File: config.mk
export PLATFORM = sky130hd
export DESIGN_NAME = msgbus_backend
export DESIGN_NICKNAME = d
export VERILOG_FILES = /design/src/rtl/msgbus_backend.sv
export SDC_FILE = /design/constraint.sdc
export NUM_CORES = 1
export LEC_CHECK = 0
export BUFFER_PORTS_ARGS = -buffer_cell sky130_fd_sc_hd__buf_2
export CORE_UTILIZATION = 67
export CTS_CLUSTER_SIZE = 8
export DETAILED_ROUTE_END_ITERATION = 12
export GPL_TIMING_DRIVEN = 0
export PLACE_DENSITY = 0.9
export SKIP_LAST_GASP = 1
export SLEW_MARGIN = 20
export SYNTH_ARGS = -nofsm -noshare
export SYNTH_HDL_FRONTEND = slang
export SYNTH_SLANG_ARGS = --single-unit
File: constraint.sdc
create_clock -name clk -period 3.1 [get_ports clk]
set_clock_uncertainty 0.2 [all_clocks]
set_input_delay 0.775 -clock clk [delete_from_list [all_inputs] [get_ports clk]]
set_output_delay 0.775 -clock clk [all_outputs]
set_load 0.01 [all_outputs]
File: src/rtl/msgbus_backend.sv
module msgbus_backend #(
  parameter int DATA_W  = 16,
  parameter int ADDR_W  = 16,
  parameter int SA_W    = 5,
  parameter int IDX_W   = 5,
  parameter int LOOP_SA = 30
) (
  input  logic              clk,
  input  logic              rst_n,
  input  logic              cmd_start,
  input  logic              cmd_tr,
  input  logic [SA_W-1:0]   cmd_sa,
  input  logic              msg_end,
  input  logic              msg_error,
  input  logic              rx_valid,
  input  logic [DATA_W-1:0] rx_data,
  input  logic              tx_req,
  output logic              tx_valid,
  output logic [DATA_W-1:0] tx_data,
  output logic [ADDR_W-1:0] mb_addr,
  output logic [DATA_W-1:0] mb_dout,
  input  logic [DATA_W-1:0] mb_din,
  output logic              mb_wr,
  output logic              mb_rd
);
  localparam int DEPTH   = 1 << IDX_W;
  localparam int FIELD_W = 1 + SA_W + IDX_W;

  logic              active, aborted, cur_tr, lb_rd;
  logic [SA_W-1:0]   cur_sa;
  logic [IDX_W-1:0]  idx, lb_idx;
  logic [DATA_W-1:0] lb_mem [DEPTH];

  wire live    = active & ~aborted & ~msg_error;
  wire go_wr   = live & ~cur_tr & rx_valid;
  wire go_rd   = live &  cur_tr & tx_req;
  wire is_loop = (cur_sa == SA_W'(LOOP_SA));
  wire [FIELD_W-1:0] field = {cur_tr, cur_sa, idx};

  always_ff @(posedge clk or negedge rst_n) begin
    if (!rst_n) begin
      active  <= 1'b0;
      aborted <= 1'b0;
      cur_tr  <= 1'b0;
      cur_sa  <= '0;
      idx     <= '0;
    end else if (cmd_start) begin
      active  <= 1'b1;
      aborted <= 1'b0;
      cur_tr  <= cmd_tr;
      cur_sa  <= cmd_sa;
      idx     <= '0;
    end else begin
      if (msg_end)       active  <= 1'b0;
      if (msg_error)     aborted <= 1'b1;
      if (go_wr | go_rd) idx     <= idx + 1'b1;
    end
  end

  always_ff @(posedge clk or negedge rst_n) begin
    if (!rst_n) begin
      mb_wr    <= 1'b0;
      mb_rd    <= 1'b0;
      lb_rd    <= 1'b0;
      lb_idx   <= '0;
      mb_addr  <= '0;
      mb_dout  <= '0;
      tx_valid <= 1'b0;
      tx_data  <= '0;
    end else begin
      mb_wr    <= go_wr & ~is_loop;
      mb_rd    <= go_rd & ~is_loop;
      lb_rd    <= go_rd &  is_loop;
      tx_valid <= mb_rd | lb_rd;
      if (go_wr | go_rd) begin
        mb_addr <= ADDR_W'(field);
        lb_idx  <= idx;
      end
      if (go_wr)      mb_dout <= rx_data;
      if (mb_rd)      tx_data <= mb_din;
      else if (lb_rd) tx_data <= lb_mem[lb_idx];
    end
  end

  always_ff @(posedge clk or negedge rst_n) begin
    if (!rst_n) begin
      for (int i = 0; i < DEPTH; i++) lb_mem[i] <= '0;
    end else if (go_wr & is_loop) begin
      lb_mem[idx] <= rx_data;
    end
  end
endmodule


# Word level (Yosys, flattened, before mapping)
# Index checks and enable logic that the tools add are counted.
# word_totals
ff_bits	577
latchBits	0
ramBits	0
mem_bits_ro	0
inputBits	45
word_cells	87
n_memories	0
# op_classes
add_sub_neg	1
n_mul	0
n_div	0
order_cmp	3
n_eq_ne	1
shifts	0
n_mux	14
n_bitwise	18
n_reduce_logical	5
# ops
operator	count
512-bit bitwise mux	1
16-bit binary-select mux with 5-bit select	1
16-bit demux with 5-bit select	1
16-bit two-way mux	5
6-bit greater-or-equal comparator, second input constant	2
5-bit NOT with 6-bit output	2
1-bit AND	10
5-bit two-way mux	2
2-bit nonzero test	4
6-bit by 1-bit less-than comparator with 1-bit output, second input constant	1
5-bit by 1-bit adder with 5-bit output, second input constant	1
5-bit equality test, second input constant	1
1-bit two-way mux	4
1-bit NOT	4
1-bit OR	2
1-bit logical AND	1

# Depth between registers and ports, before layout
# depth
word_depth	8
mapped_depth	9

# Least setup slack after synthesis
# OpenSTA, ideal clock, no wires.
# synth_timing
path_kind	input to register
from	in msg_error
to	reg lb_mem[469] (netlist name)
setup_ps	125
arrival_ps	2098
required_time_ps	2775
slack_ps	677
cell_stages	7
n_path_buf	3
path_cell_list	nor4_2 -> buf_4 -> and3_1 -> buf_6 -> nand2_4 -> buf_6 -> mux2_4
# synth_via
elab_chain_len	5
# synth_lines
item	line_no	text
start, declared	14	input logic msg_error,
1-bit NOT	34	wire live = active & ~aborted & ~msg_error;
1-bit AND	34	
1-bit AND (2 in series)	35	wire go_wr = live & ~cur_tr & rx_valid;
1-bit AND	88	end else if (go_wr & is_loop) begin
end signal, assigned by index	89	lb_mem[idx] <= rx_data;
end, declared	32	logic [DATA_W-1:0] lb_mem [DEPTH];
# Every way passes these cells.
# A chain may end at the register's enable or synchronous reset.

# Worst setup path after layout
# layout_timing
from	reg lb_idx[1]
to	reg tx_data[1]
# layout_via
elab_chain_len	6
# layout_lines
item	line_no	text
start, declared	31	logic [IDX_W-1:0] idx, lb_idx;
start signal, assigned	77	lb_idx <= idx;
5-bit NOT with 6-bit output (not written as such)	81	else if (lb_rd) tx_data <= lb_mem[lb_idx];
16-bit binary-select mux with 5-bit select	81	
16-bit two-way mux (not written as such) (2 in series)	81	
16-bit two-way mux	81	
16-bit two-way mux	80	if (mb_rd) tx_data <= mb_din;
end signal, assigned	80	
end signal, assigned	81	
end, declared	19	output logic [DATA_W-1:0] tx_data,
# Every way passes these cells. The select of a mux whose other input is x is not followed.

==> flow_metrics.py <==
metrics = {
    "cts": {
        "clkLatencyLatePin_ns": 0.61,
        "cts_tree": "yes",
        "h-tree-depth": 3,
        "clock_path_buffers": 3,
        "cts_root_buf": "clkbuf_16",
        "cts_buffers": 81,
        "clk_pin_slew_worst_paths_ns": 0.05,
        "clock-sinks": 572,
    },
    "timing": {
        "finalHoldViolations": 0,
        "clock.fmax_mhz": 323,
        "fin_crit_sh_pct": 99.7,
        "period_needed_ns": 3.09,
        "setup_viol": 0,
        "tns_ns": 0,
        "tightest_slew_ns": 1.03,
        "final_max_slew_viol_count": 0,
        "setup_ws_ns": 0.00812,
        "hold-worst-slack_ns": 0.193,
        "relSlewSlack_pct": 31.2,
        "rsz0062_at_grt": "no",
    },
    "placement": {
        "io_buffers": 90,
        "dp_hpwl_um": 47300,
        "dp.cells": 2413,
        "gp_congestion": 0.906,
        "placed_cell_area_mm2": 0.0281,
        "dp_slack_ns": -0.261,
    },
    "yosys": {
        "yosys_register_bits": 572,
        "ys_warn_count": 0,
        "synth_flop_cell": "dfrtp_1",
        "synth_area_per_cell_um2": 15.0,
        "netlist_area_mm2": 0.0269,
        "synth_cells": 1796,
        "ys_seq_area_share_pct": 53.3,
        "async_flop_share_pct": 100,
        "synthDistinctLibCells": 47,
        "synth_edf_count": 0,
    },
    "floorplanning": {
        "initial_utilization_pct": 68.7,
        "io_pins": 96,
        "core_area_mm2": 0.0391,
        "die_w_um": 202,
        "die_y_um": 202,
        "num_rows": 72,
        "fp.dieArea_mm2": 0.0409,
    },
    "pwr": {
        "pwr-share-clk_pct": 46.0,
        "power_density_mw_per_mm2": 561,
        "internal-power_mw": 12.9,
        "total_power_mw": 17.0,
        "sw_frac_of_total_pct": 23.9,
        "vdd.ir_drop.worst_mv": 0.441,
        "combPwrFrac_pct": 8.3,
        "seq_power_share_pct": 45.7,
        "switching_power_mw": 4.06,
        "power_leakage_nw": 15.4,
    },
    "setup_path": {
        "cp-start-kind": "flop",
        "crit_chain": "buf_2 -> nor2_1 -> clkbuf_2 -> a22o_1 -> a221oi_1 -> o221ai_1 -> o21ai_1",
        "crit_family": "compound AO/OA/AOI/OAI gates",
        "r2r-start": "lb_idx[1]",
        "critPathSlowestCell": "dfrtp_1",
        "cp_slowest_stage_delay_ns": 0.59,
        "crit_buf_inv": 2,
        "crit_arrival_ns": 3.40,
        "endpoint_kind": "flop",
        "worstSetupPathType": "reg -> reg",
        "critPathLaunch": "lb_idx[1]",
        "worstPathMaxFanout": 10,
        "critPathRequiredTime_ns": 3.41,
    },
    "route": {
        "via_per_inst": 6.77,
        "wirelength_um": 72400,
        "postRouteAntennaNets": 0,
        "drt_iter0_drc": 1572,
        "wl_per_cell_um": 28.9,
        "drc": 0,
        "vias": 16934,
        "first_pass_iters": 5,
    },
    "final_layout": {
        "regArea_mm2": 0.0143,
        "nNetsFinal": 2028,
        "finalCoreUtilization_pct": 77.5,
        "multi_input_area_mm2": 0.0116,
        "final_common_cell": "dfrtp_1",
        "drive_gt1_share_pct": 45.4,
        "area_delta_synth_final_pct": 12.8,
        "final_cell_mix": "dfrtp_1, mux2_2, mux2_4, mux2i_1, buf_2",
        "final_cells": 2502,
        "fillCellCount": 2103,
        "final_area_mm2": 0.0303,
    },
    "global_routing": {
        "grt_pass1_vias": 18558,
        "grt_pass1_wl_um": 112000,
        "antenna_found_initial": 0,
        "globalRouteTotalUtil_pct": 36.6,
        "overflow": 0,
        "grt_max_degree": 102,
    },
    "worst_hold_path": {
        "hold_class": "in -> reg",
        "hp-start": "msg_end",
    },
    "status": {
        "outcome": "completed",
    },
    "flow_run": {
        "cap_violations": 0,
    },
}
-- final cells by class --
class	instances	area share (%)
sequential	572	47.2
multi-input combinational	1062	38.2
clock buffer	83	6.86
buffer	162	3.33
tap	518	2.14
timing repair buffer	96	2.02
clock inverter	4	0.186
inverter	4	0.0496
antenna	1	0.00826
-- cell families after synthesis --
kind of cell	count (synthesis)	synth area share, %
multiplexers	752	35.4
flip-flops	572	53.3
AND/OR/NAND/NOR	174	3.80
buffers and inverters	166	3.75
AO/OA/AOI/OAI	123	3.38
adder cells (fa/ha/maj)	4	0.186
XOR/XNOR	4	0.130
other	1	0.0140
-- synth_stat cells, drive strengths merged, types with 2 or more instances --
cell	instances	area [um^2]
a21oi	21	105
a221oi	20	175
a22o	20	175
a22oi	28	210
and3	17	106
and3b	2	17.5
buf	79	681
clkbuf	83	312
dfrtp	572	14300
ha	4	50.1
inv	4	15.0
mux2	560	6800
mux2i	128	1280
mux4	64	1440
nand2	111	617
nand2b	3	26.3
nand3	13	65.1
nand4	4	25.0
nor2	12	47.6
nor2b	3	18.8
nor3	2	15.0
nor3b	3	50.1
o21ai	16	80.1
o221ai	16	140
xor2	3	26.3
-- flip-flops by register name (all words and copies together) (netlist names) --
signal / flops
aborted: 1
active: 1
cur_sa: 5
cur_tr: 1
idx: 5
lb_idx: 4
lb_mem: 512
lb_rd: 1
mb_addr: 7
mb_dout: 16
mb_rd: 1
mb_wr: 1
tx_data: 16
tx_valid: 1
-- what timing repair did --
action	4_1_cts	5_1_grt
hold endpoints to repair	71	0
endpoints found under the setup margin	9	99
hold buffers	1	0
gates resized for setup	6	8
pin swaps	0	0
setup buffers	0	0
-- power groups by stage --
stage          clock [mW]  combinational, mW  sequential [mW]
2_1_floorplan           0              0.669             7.94
5_1_grt              8.16               1.50             7.78
3_5_place_dp            0               1.39             7.88
6_report             7.83               1.40             7.77
4_1_cts              7.84               1.40             7.77
3_3_place_gp            0               1.33             7.88
-- final timing paths --
check / to / slack (ns) / cells past startpoint
min in group asynchronous: mb_dout[10] / 0.51 / 2
setup / recovery: tx_data[1] / 0.008 / 7
max in group asynchronous: lb_mem[4] / 0.38 / 5
hold / removal: active / 0.19 / 2
setup reg to reg: tx_data[1] / 0.008 / 7
hold reg to reg: mb_dout[12] / 0.27 / 2
-- layer usage --
metal  part of all wire, %  track usage, %  up-vias  routed length, um
met5                     0               0        -                  0
met4                   5.9            20.8        0               4300
met3                   7.9            7.64      262               5680
met2                    47            56.9      876              34000
met1                    39            48.3     8916              28400
li1                      -               -     6880                  -
Power figures use the tool's default switching activity.
